===== src/rtl/arx_pkg.sv =====
package arx_pkg;

   typedef enum logic [2:0] {
      RX_IDLE,
      RX_START,
      RX_DATA,
      RX_PARITY,
      RX_STOP
   } rx_phase_e;

   function automatic int unsigned clamp_width(input int unsigned req,
                                               input int unsigned lo,
                                               input int unsigned hi);
      if (req < lo) return lo;
      if (req > hi) return hi;
      return req;
   endfunction

   function automatic logic maj3(input logic a, input logic b, input logic c);
      return (a & b) | (a & c) | (b & c);
   endfunction

endpackage


===== src/rtl/arx_sync.sv =====
module arx_sync #(
   parameter int  STAGES    = 2,
   parameter logic RESET_VAL = 1'b1
) (
   input  logic clk,
   input  logic rst_n,
   input  logic d,
   output logic q
);
   generate
      if (STAGES < 2) begin : g_bad_stages
         $error("arx_sync: STAGES must be at least 2");
      end
   endgenerate

   logic [STAGES-1:0] chain;

   always_ff @(posedge clk or negedge rst_n) begin
      if (!rst_n) chain <= {STAGES{RESET_VAL}};
      else        chain <= {chain[STAGES-2:0], d};
   end

   assign q = chain[STAGES-1];
endmodule


===== src/rtl/arx_bit_sampler.sv =====
module arx_bit_sampler
   import arx_pkg::*;
#(
   parameter int OS_RATE  = 16,
   parameter bit MAJORITY = 1'b1,
   localparam int CNT_W   = $clog2(OS_RATE + 1)
) (
   input  logic             clk,
   input  logic             rst_n,
   input  logic             os_tick,
   input  logic             active,
   input  logic             line_s,
   input  logic [CNT_W-1:0] smp_idx,
   output logic             vote_valid,
   output logic             vote_bit
);
   localparam logic [CNT_W-1:0] TAP_LO  = CNT_W'(OS_RATE / 2 - 1);
   localparam logic [CNT_W-1:0] TAP_MID = CNT_W'(OS_RATE / 2);
   localparam logic [CNT_W-1:0] TAP_HI  = CNT_W'(OS_RATE / 2 + 1);

   logic take;
   assign take       = os_tick && active;
   assign vote_valid = take && (smp_idx == TAP_HI);

   logic s_mid;
   always_ff @(posedge clk or negedge rst_n) begin
      if (!rst_n)                          s_mid <= 1'b1;
      else if (take && smp_idx == TAP_MID) s_mid <= line_s;
   end

   generate
      if (MAJORITY) begin : g_vote3
         logic s_lo;
         always_ff @(posedge clk or negedge rst_n) begin
            if (!rst_n)                         s_lo <= 1'b1;
            else if (take && smp_idx == TAP_LO) s_lo <= line_s;
         end
         assign vote_bit = maj3(s_lo, s_mid, line_s);
      end else begin : g_vote1
         assign vote_bit = s_mid;
      end
   endgenerate
endmodule


===== src/rtl/arx_frame_fsm.sv =====
module arx_frame_fsm
   import arx_pkg::*;
#(
   parameter int MAX_BITS = 9,
   parameter int MIN_BITS = 5,
   parameter int OS_RATE  = 16,
   localparam int CNT_W   = $clog2(OS_RATE + 1),
   localparam int IDX_W   = $clog2(MAX_BITS),
   localparam int CFG_W   = $clog2(MAX_BITS + 1)
) (
   input  logic                clk,
   input  logic                rst_n,
   input  logic                os_tick,
   input  logic                line_s,
   input  logic [CFG_W-1:0]    cfg_bits,
   input  logic                par_en,
   input  logic                par_odd,
   input  logic                vote_valid,
   input  logic                vote_bit,
   output logic [CNT_W-1:0]    smp_idx,
   output logic                busy,
   output logic                frm_valid,
   output logic [MAX_BITS-1:0] frm_word,
   output logic                frm_perr,
   output logic                frm_ferr
);
   localparam logic [CNT_W-1:0] SMP_LAST = CNT_W'(OS_RATE);

   rx_phase_e           state;
   logic [CNT_W-1:0]    smp;
   logic [IDX_W-1:0]    bit_pos;
   logic [IDX_W-1:0]    last_pos;
   logic [MAX_BITS-1:0] shreg;
   logic                par_acc;
   logic                perr_q;
   int unsigned         nb_req;

   assign nb_req   = 32'(cfg_bits);
   assign last_pos = IDX_W'(clamp_width(nb_req, MIN_BITS, MAX_BITS) - 1);
   assign smp_idx  = smp + CNT_W'(1);
   assign busy     = (state != RX_IDLE);

   always_ff @(posedge clk or negedge rst_n) begin
      if (!rst_n) begin
         state     <= RX_IDLE;
         smp       <= '0;
         bit_pos   <= '0;
         shreg     <= '0;
         par_acc   <= 1'b0;
         perr_q    <= 1'b0;
         frm_valid <= 1'b0;
         frm_word  <= '0;
         frm_perr  <= 1'b0;
         frm_ferr  <= 1'b0;
      end else begin
         frm_valid <= 1'b0;
         if (os_tick) begin
            if (state == RX_IDLE) begin
               if (!line_s) begin
                  state   <= RX_START;
                  smp     <= CNT_W'(1);
                  bit_pos <= '0;
                  shreg   <= '0;
                  par_acc <= 1'b0;
                  perr_q  <= 1'b0;
               end
            end else begin
               smp <= (smp_idx == SMP_LAST) ? '0 : smp_idx;
               if (vote_valid) begin
                  case (state)
                     RX_START: begin
                        if (vote_bit) begin
                           state <= RX_IDLE;
                           smp   <= '0;
                        end else begin
                           state <= RX_DATA;
                        end
                     end
                     RX_DATA: begin
                        shreg[bit_pos] <= vote_bit;
                        par_acc        <= par_acc ^ vote_bit;
                        if (bit_pos == last_pos) state <= par_en ? RX_PARITY : RX_STOP;
                        else                     bit_pos <= bit_pos + 1'b1;
                     end
                     RX_PARITY: begin
                        perr_q <= par_acc ^ vote_bit ^ par_odd;
                        state  <= RX_STOP;
                     end
                     RX_STOP: begin
                        frm_valid <= 1'b1;
                        frm_word  <= shreg;
                        frm_perr  <= perr_q;
                        frm_ferr  <= ~vote_bit;
                        state     <= RX_IDLE;
                        smp       <= '0;
                     end
                     default: state <= RX_IDLE;
                  endcase
               end
            end
         end
      end
   end

   // a start bit voted high sends the receiver back to waiting
   p_false_start_r5: assert property (@(posedge clk) disable iff (!rst_n)
      (state == RX_START && vote_valid && vote_bit) |=> (state == RX_IDLE))
      else $error("p_false_start_r5");

   // frame completion is a single-cycle event
   p_frame_pulse_r4: assert property (@(posedge clk) disable iff (!rst_n)
      frm_valid |=> !frm_valid)
      else $error("p_frame_pulse_r4");

   // the in-bit sample position never passes the last tick of a bit
   p_smp_range_r9: assert property (@(posedge clk) disable iff (!rst_n)
      (state != RX_IDLE) |-> (smp < SMP_LAST))
      else $error("p_smp_range_r9");
endmodule


===== src/rtl/arx_rx_buffer.sv =====
module arx_rx_buffer #(
   parameter int MAX_BITS = 9
) (
   input  logic                clk,
   input  logic                rst_n,
   input  logic                frm_valid,
   input  logic [MAX_BITS-1:0] frm_word,
   input  logic                frm_perr,
   input  logic                frm_ferr,
   input  logic                mp_mode,
   input  logic                rd_strobe,
   output logic [MAX_BITS-1:0] rx_word,
   output logic                rx_done,
   output logic                err_frame,
   output logic                err_parity,
   output logic                err_overrun
);
   logic drop, take, still_full;

   assign drop       = mp_mode && !frm_word[MAX_BITS-1];
   assign take       = frm_valid && !drop;
   assign still_full = rx_done && !rd_strobe;

   always_ff @(posedge clk or negedge rst_n) begin
      if (!rst_n) begin
         rx_word     <= '0;
         rx_done     <= 1'b0;
         err_frame   <= 1'b0;
         err_parity  <= 1'b0;
         err_overrun <= 1'b0;
      end else if (take && still_full) begin
         err_overrun <= 1'b1;
      end else if (take) begin
         rx_word     <= frm_word;
         err_frame   <= frm_ferr;
         err_parity  <= frm_perr;
         rx_done     <= 1'b1;
         err_overrun <= 1'b0;
      end else if (rd_strobe) begin
         rx_done     <= 1'b0;
         err_overrun <= 1'b0;
      end
   end

   // a read with no arriving frame empties the buffer
   p_read_clears_r7: assert property (@(posedge clk) disable iff (!rst_n)
      (rd_strobe && !frm_valid) |=> (!rx_done && !err_overrun))
      else $error("p_read_clears_r7");

   // an overrun can only be raised over an occupied buffer
   p_ovr_needs_full_r6: assert property (@(posedge clk) disable iff (!rst_n)
      $rose(err_overrun) |-> $past(rx_done))
      else $error("p_ovr_needs_full_r6");

   // filtered data frames leave the buffer untouched
   p_mp_drop_r10: assert property (@(posedge clk) disable iff (!rst_n)
      (frm_valid && mp_mode && !frm_word[MAX_BITS-1] && !rd_strobe)
      |=> ($stable(rx_done) && $stable(err_overrun) && $stable(rx_word)))
      else $error("p_mp_drop_r10");

   // arrival together with a read keeps the buffer full, no overrun
   p_collide_r8: assert property (@(posedge clk) disable iff (!rst_n)
      (frm_valid && !drop && rd_strobe) |=> (rx_done && !err_overrun))
      else $error("p_collide_r8");
endmodule


===== src/rtl/arx_receiver.sv =====
module arx_receiver
   import arx_pkg::*;
#(
   parameter int MAX_BITS    = 9,
   parameter int MIN_BITS    = 5,
   parameter int OS_RATE     = 16,
   parameter int SYNC_STAGES = 2,
   parameter bit MAJORITY    = 1'b1,
   localparam int CFG_W      = $clog2(MAX_BITS + 1),
   localparam int CNT_W      = $clog2(OS_RATE + 1)
) (
   input  logic                clk,
   input  logic                rst_n,
   input  logic                rx_line,
   input  logic                os_tick,
   input  logic [CFG_W-1:0]    cfg_data_bits,
   input  logic                cfg_parity_en,
   input  logic                cfg_parity_odd,
   input  logic                cfg_mp_mode,
   input  logic                rd_strobe,
   output logic [MAX_BITS-1:0] rx_word,
   output logic                rx_done,
   output logic                err_frame,
   output logic                err_parity,
   output logic                err_overrun
);
   generate
      if (MIN_BITS < 1 || MAX_BITS < MIN_BITS || MAX_BITS > 15) begin : g_bad_bits
         $error("arx_receiver: data bit range out of bounds");
      end
      if (OS_RATE < 4 || (OS_RATE % 2) != 0) begin : g_bad_rate
         $error("arx_receiver: OS_RATE must be even and at least 4");
      end
   endgenerate

   logic                line_s;
   logic [CNT_W-1:0]    smp_idx;
   logic                busy;
   logic                vote_valid, vote_bit;
   logic                frm_valid, frm_perr, frm_ferr;
   logic [MAX_BITS-1:0] frm_word;

   arx_sync #(.STAGES(SYNC_STAGES), .RESET_VAL(1'b1)) u_sync (
      .clk(clk), .rst_n(rst_n), .d(rx_line), .q(line_s)
   );

   arx_bit_sampler #(.OS_RATE(OS_RATE), .MAJORITY(MAJORITY)) u_sampler (
      .clk(clk), .rst_n(rst_n), .os_tick(os_tick), .active(busy),
      .line_s(line_s), .smp_idx(smp_idx),
      .vote_valid(vote_valid), .vote_bit(vote_bit)
   );

   arx_frame_fsm #(.MAX_BITS(MAX_BITS), .MIN_BITS(MIN_BITS), .OS_RATE(OS_RATE)) u_fsm (
      .clk(clk), .rst_n(rst_n), .os_tick(os_tick), .line_s(line_s),
      .cfg_bits(cfg_data_bits), .par_en(cfg_parity_en), .par_odd(cfg_parity_odd),
      .vote_valid(vote_valid), .vote_bit(vote_bit),
      .smp_idx(smp_idx), .busy(busy),
      .frm_valid(frm_valid), .frm_word(frm_word),
      .frm_perr(frm_perr), .frm_ferr(frm_ferr)
   );

   arx_rx_buffer #(.MAX_BITS(MAX_BITS)) u_buf (
      .clk(clk), .rst_n(rst_n),
      .frm_valid(frm_valid), .frm_word(frm_word),
      .frm_perr(frm_perr), .frm_ferr(frm_ferr),
      .mp_mode(cfg_mp_mode), .rd_strobe(rd_strobe),
      .rx_word(rx_word), .rx_done(rx_done),
      .err_frame(err_frame), .err_parity(err_parity),
      .err_overrun(err_overrun)
   );
endmodule


===== config.mk =====
export PLATFORM = sky130hd
export DESIGN_NAME = arx_receiver
export DESIGN_NICKNAME = d
export VERILOG_FILES = /design/src/rtl/arx_pkg.sv /design/src/rtl/arx_sync.sv /design/src/rtl/arx_bit_sampler.sv /design/src/rtl/arx_frame_fsm.sv /design/src/rtl/arx_rx_buffer.sv /design/src/rtl/arx_receiver.sv
export SDC_FILE = /design/constraint.sdc
export NUM_CORES = 1
export LEC_CHECK = 0
export BUFFER_PORTS_ARGS = -buffer_cell sky130_fd_sc_hd__buf_2
export CAP_MARGIN = 25
export CORE_ASPECT_RATIO = 0.7
export CORE_MARGIN = 2
export CORE_UTILIZATION = 63
export CTS_CLUSTER_DIAMETER = 80
export DETAILED_ROUTE_END_ITERATION = 10
export GPL_TIMING_DRIVEN = 0
export MAX_ROUTING_LAYER = met4
export PLACE_DENSITY = 0.8
export SETUP_SLACK_MARGIN = 0.15
export SLEW_MARGIN = 20
export SYNTH_ARGS = -nofsm -noshare
export SYNTH_HDL_FRONTEND = slang
export SYNTH_SLANG_ARGS = --single-unit

===== constraint.sdc =====
create_clock -name clk -period 3.8 [get_ports clk]
set_input_delay 0.57 -clock clk [delete_from_list [all_inputs] [get_ports clk]]
set_output_delay 0.57 -clock clk [all_outputs]
set_load 0.01 [all_outputs]

; ---- Yosys cells after proc, flatten, opt, wreduce, memory -nomap -nowiden
; Index checks and enable logic that the tools add are counted.
[word_totals]
out_inout_bits = 13
elab_cells = 121
inputBits = 12
reg_bits = 52
[op_classes]
n_addsub = 3
n_reduce_logical = 27
n_eq_ne = 12
bitwise_logic = 10
order_cmp = 4
n_mux = 47
[op_table]
columns = operator, n
row1 = $mux W9, 4
row2 = $mux W4, 8
row3 = $mux W5, 5
row4 = $mux W1, 19
row5 = $mux W3, 6
row6 = $reduce_and A4 Y1, 4
row7 = $eq A5 B4 Y1 const B, 2
row8 = $pmux W5 S2, 1
row9 = $bwmux W9, 1
row10 = $logic_and A1 B1 Y1, 9
row11 = $pmux W3 S3, 1
row12 = $reduce_bool A2 Y1, 4
row13 = $eq A3 B2 Y1 const B, 2
row14 = $reduce_and A2 Y1, 3
row15 = $reduce_bool A3 Y1, 2
row16 = $add A5 B1 Y5 const B, 1
row17 = $eq A5 B3 Y1 const B, 1
row18 = $eq A5 B5 Y1 const B, 1
row19 = $lt A4 B5 Y1 const B, 1
row20 = $reduce_and A5 Y1, 1
row21 = $add A4 B1 Y4 const B, 1
row22 = $demux W1 S4, 1
row23 = $eq A4 B4 Y1, 1
row24 = $ge A4 B1 Y1 const B, 1
row25 = 15 further kinds, 23

; ---- Longest topological paths before layout
[logic_depth]
ltp_word = 11
ltp_mapped = 9

; ---- Hierarchy
; A second synthesis with hierarchy kept.
[hier_totals]
hier_cells = 249
hier_area_um2 = 2598.7
[by_module_without_submodules]
columns = module, seq_area_each_um2, instances, area_per_inst_um2, cells_per_inst
row1 = arx_frame_fsm, 875.8, 1, 1856.8, 203
row2 = arx_rx_buffer, 325.3, 1, 558.0, 32
row3 = arx_bit_sampler, 52.6, 1, 131.4, 12
row4 = arx_sync, 52.6, 1, 52.6, 2

; ---- Worst setup path after synthesis
; Ideal clock, no wire load.
[synth_path]
kind = reg2reg
startpoint = register u_fsm.smp[0]
endpoint = register u_fsm.frm_perr
stages_incl_launch_ff = 8
setup_time_ns = 0.125
arrival_ns = 2.126
t_required_ns = 3.675
setup_slack_ns = 1.548
period_less_slack_ns = 2.252
path_cell_list = dfrtp_1 > ha_1 > nor4b_2 > o21bai_4 > nand3_2 > or3_4 > buf_6 > mux2_4
[synth_via]
elab_chain_len = 4
[synth_lines]
columns = element, line
row1 = "start, declared", arx_frame_fsm.sv:30  ; logic [CNT_W-1:0] smp;
row2 = "start signal, assigned", arx_frame_fsm.sv:68  ; smp <= (smp_idx == SMP_LAST) ? '0 : smp_idx;
row3 = $add A5 B1 Y5, arx_frame_fsm.sv:40  ; assign smp_idx = smp + CNT_W'(1);
row4 = $eq A5 B4 Y1, arx_bit_sampler.sv:23  ; assign vote_valid = take && (smp_idx == TAP_HI);
row5 = $logic_and A1 B1 Y1, arx_bit_sampler.sv:23
row6 = $reduce_and A4 Y1 (no source line), -
row7 = "end signal, assigned", arx_frame_fsm.sv:92  ; frm_perr <= perr_q;
row8 = "end, declared", arx_frame_fsm.sv:24  ; output logic frm_perr,
; No other way between the ends.
; A chain may end at the register's enable or synchronous reset.

; ---- Final worst setup path
[layout_path]
startpoint = register u_fsm.smp[0]
endpoint = register u_fsm.frm_word[5]
[layout_via]
elab_chain_len = 4
[layout_lines]
columns = element, line
row1 = $add A5 B1 Y5, arx_frame_fsm.sv:40
row2 = $eq A5 B4 Y1, arx_bit_sampler.sv:23
row3 = $logic_and A1 B1 Y1, arx_bit_sampler.sv:23
row4 = $reduce_and A4 Y1 (no source line), -
row5 = "end signal, assigned", arx_frame_fsm.sv:91  ; frm_word <= shreg;
row6 = "end, declared", arx_frame_fsm.sv:23  ; output logic [MAX_BITS-1:0] frm_word,
; No other way between the ends.

==> reports/metrics.csv <==
stage;metric;value;unit
worst_setup_path;critical path peak fanout;10;
worst_setup_path;reg2reg path depth;7;
pwr;power per cell area;573;nW/um^2
flow_run;max-cap violation count;0;
place;routability cong.;0.881;
pwr;leakage;1.47;nW
sta;Max Fclk;395;MHz
cts;TritonCTS clock tree;built;
global_route;number of global-route vias before repair;1919;
cts;CTS Root Cell;clkbuf_8;
final_layout;share of cells above drive strength 1;22.9;%
final_layout;post-route cell area;3040;sq um
logic_synthesis;Post-synth EDFFs;0;
floorplan;Die Ht;58.9;microns
cts;# resized after CTS;0;
final_layout;area of the multi-input gates;1310;sq um
worst_hold_path;Hold Crit Class;input port to asynchronous set/reset pin;
pwr;worst vdd ir;332;uV
floorplan;Core Footprint;4020;sq um
routing;post-detailed-route count of antenna-violating nets;0;
floorplan;Top Ports;25;
final_layout;Layout area overhead;12.0;%
logic_synthesis;FFs w/ async S/R, synth;100;%
logic_synthesis;Commonest cells post-synth;48 x dfrtp_1, 28 x o21ai_0, 21 x nand2_1, 15 x mux2_2, 14 x nor2_1;
routing;Via density;6.07;
logic_synthesis;Avg Cell Area, Syn;10.6;sq um
cts;CTS max path bufs;2;
logic_synthesis;Seq/Total Area, Yosys;48.1;%
worst_setup_path;worst r2r dst;u_fsm.frm_word[5];
worst_setup_path;CP Class;register to register;
global_route;met1 Resource Use GR;40.5;%
logic_synthesis;most area-hungry cell type in the Yosys netlist;dfrtp_1;
sta;WHS;0.272;ns
global_route;first-pass GRT wire length;9.56;mm
logic_synthesis;Yosys warning count;0;
routing;routed vias;2063;
global_route;met3 usage;5.52;%
worst_setup_path;Reg2Reg Setup Slack;1.27;ns
floorplan;Die X-Extent;82.5;microns
routing;average wire per cell in the routed design;16.9;microns
place;Port Buffers;24;
cts;post-cts hold buffer count;0;
final_layout;Antenna Cells;0;
logic_synthesis;Top FF cell, synth;dfrtp_1;
routing;DRC;0;
worst_setup_path;worst path required time;4.00;ns
logic_synthesis;Area contributors post-synth;dfrtp_1 44%, mux2_2 6.2%, o21ai_0 5.2%;
place;DP HPWL;4.12;mm
worst_setup_path;RR Startpoint;u_fsm.smp[0];
global_route;largest net degree at the start of global routing;53;
sta;Tmin final;2.53;ns
final_layout;Filler cells;271;
logic_synthesis;Mapped Cells;256;
cts;Num CTS Buffers;5;
global_route;GRT met2 Usage;38.8;%
logic_synthesis;Post-Syn Area;2720;sq um
cts;setup bufs post-CTS;0;
routing;total routed wirelength;5.74;mm
sta;Period Utilization, post-route;66.6;%
sta;Sum Neg Setup Slack;0;ns
place;Post-DP Area;2900;sq um
routing;First-pass DRT Iterations;5;
global_route;antenna violations before repair;0;
sta;RSZ-0062 raised after global routing;no;
sta;Hold Fails Final Rpt;0;
worst_setup_path;crit end category;register;
cts;Skew-Pair Late Insertion Delay;0.32;ns
cts;CTS sink cnt;52;
worst_setup_path;WP data arrival;2.74;ns
global_route;total gr overflow;0;
floorplan;Die Footprint;4860;sq um
floorplan;Site Rows;19;
global_route;Most Crowded Layer GR;met1;
logic_synthesis;Synth Net Count;277;
cts;clk slew on worst S/H paths;0.09;ns
outcome;status;completed;
sta;final-report setup violation count;0;
sta;Tightest Pin Transition;0.697;ns
sta;Layout Skew;0.00923;ns
sta;Final Max Slew Viols;0;
logic_synthesis;most numerous cell in the Yosys netlist;dfrtp_1;
global_route;overall routing resource usage;27.8;%
logic_synthesis;Seq cells post-synth;52;
worst_setup_path;Critical Path Source Type;register;
logic_synthesis;number of distinct library cells after synthesis;48;
cts;Max H-tree Level;2;
floorplan;Initial Utilization;67.6;%
final_layout;Core Util, Final;75.7;%
routing;Initial DRC Count;184;
sta;Slew HR;53.5;%
logic_synthesis;post-synth top area share;44.2;%
final_layout;sequential cell area;1310;sq um
final_layout;Final nets;308;
[state kept, by name, indices dropped and copies added, names as in the netlist]
| register | flops |
|---|---|
| u_buf.err_frame | 1 |
| u_buf.err_overrun | 1 |
| u_buf.err_parity | 1 |
| u_buf.rx_done | 1 |
| u_buf.rx_word | 9 |
| u_fsm.bit_pos | 4 |
| u_fsm.frm_ferr | 1 |
| u_fsm.frm_perr | 1 |
| u_fsm.frm_valid | 1 |
| u_fsm.frm_word | 9 |
| u_fsm.par_acc | 1 |
| u_fsm.perr_q | 1 |
| u_fsm.shreg | 9 |
| u_fsm.smp | 5 |
| u_fsm.state | 3 |
| u_sampler.g_vote3.s_lo | 1 |
| u_sampler.s_mid | 1 |
| u_sync.chain | 2 |
[cell usage in the layout (no fill, tap or decap), drive strengths merged, types with 3 or more instances in the layout]
cell type  Yosys  routed
nor4b          3       3
inv           13      14
xor2           3       3
dfstp          4       4
a31oi          3       3
mux2          24      24
nand2         21      21
nor2          14      14
xnor2          4       4
nor3b          3       3
ha             9       9
o21ai         29      29
nor3           3       3
nand4          5       5
nand3b         3       3
a21oi         13      13
nand3          8       8
o31ai          3       3
clkbuf         8      13
or3            5       5
nand2b         3       3
dfrtp         48      48
buf            2      26
[metrics by stage]
| stage | worst slack (ns) | std cells | total power [mW] |
|---|---|---|---|
| after floorplan | 1.55 | 256 | 1.12 |
| after global placement | 1.26 | 332 | 1.26 |
| after detailed placement | 1.18 | 332 | 1.27 |
| after CTS | 1.29 | 340 | 1.73 |
| after global routing | 1.18 | 340 | 1.86 |
| final | 1.27 | 340 | 1.74 |
[worst max-delay path by stage]
stage	slack (ns)	end	from	cells past startpoint
5_1_grt	1.18	u_fsm.frm_word[6]	u_fsm.smp[0]	7
2_1_floorplan	1.55	u_fsm.frm_perr	u_fsm.smp[0]	7
6_report	1.27	u_fsm.frm_word[5]	u_fsm.smp[0]	7
3_3_place_gp	1.26	u_fsm.state[0]	cfg_data_bits[1]	9
4_1_cts	1.29	u_fsm.frm_word[6]	u_fsm.smp[0]	7
3_5_place_dp	1.18	u_fsm.bit_pos[2]	cfg_data_bits[1]	10
[routing by layer]
layer | share of wire (%) | vias up
li1 | - | 977
met1 | 51 | 1010
met2 | 42 | 68
met3 | 5.5 | 8
met4 | 1.4 | 0
met5 | 0 | -
[area by class of cell]
| type | instances | area share (%) |
|---|---|---|
| plain buffers | 10 | 1.60 |
| clock buffers | 5 | 2.26 |
| clock inverters | 3 | 2.26 |
| inverters | 13 | 1.60 |
| multi-input cells | 181 | 43.1 |
| flip-flops and latches | 52 | 43.0 |
| well taps | 52 | 2.14 |
| repair buffers | 24 | 4.03 |
[worst max-delay path: stages (launching register included)]
cell and delay, ns:
dfrtp_1 0.47, ha_1 0.34, nor4b_2 0.37, o21bai_4 0.23, nand3_2 0.13, or3_4 0.42
buf_6 0.17, mux2_4 0.30
[report_power, final]
part	switching [mW]	internal (mW)
combinational	0.380	0.214
sequential	0.0669	0.623
clock	0.193	0.265
total	0.640	1.10
[cells by family (layout without fill, tap and decap cells)]
family / Yosys count / count (layout) / synth area share [%]
AO/OA/AOI/OAI: 64 / 64 / 14.5
AND/OR/NAND/NOR: 74 / 74 / 14.6
multiplexers: 26 / 26 / 11.9
buffers and inverters: 23 / 55 / 3.59
flip-flops: 52 / 52 / 48.1
XOR/XNOR: 8 / 8 / 3.09
adder cells (fa/ha/maj): 9 / 9 / 4.15
(Power assumes the default switching activity.)
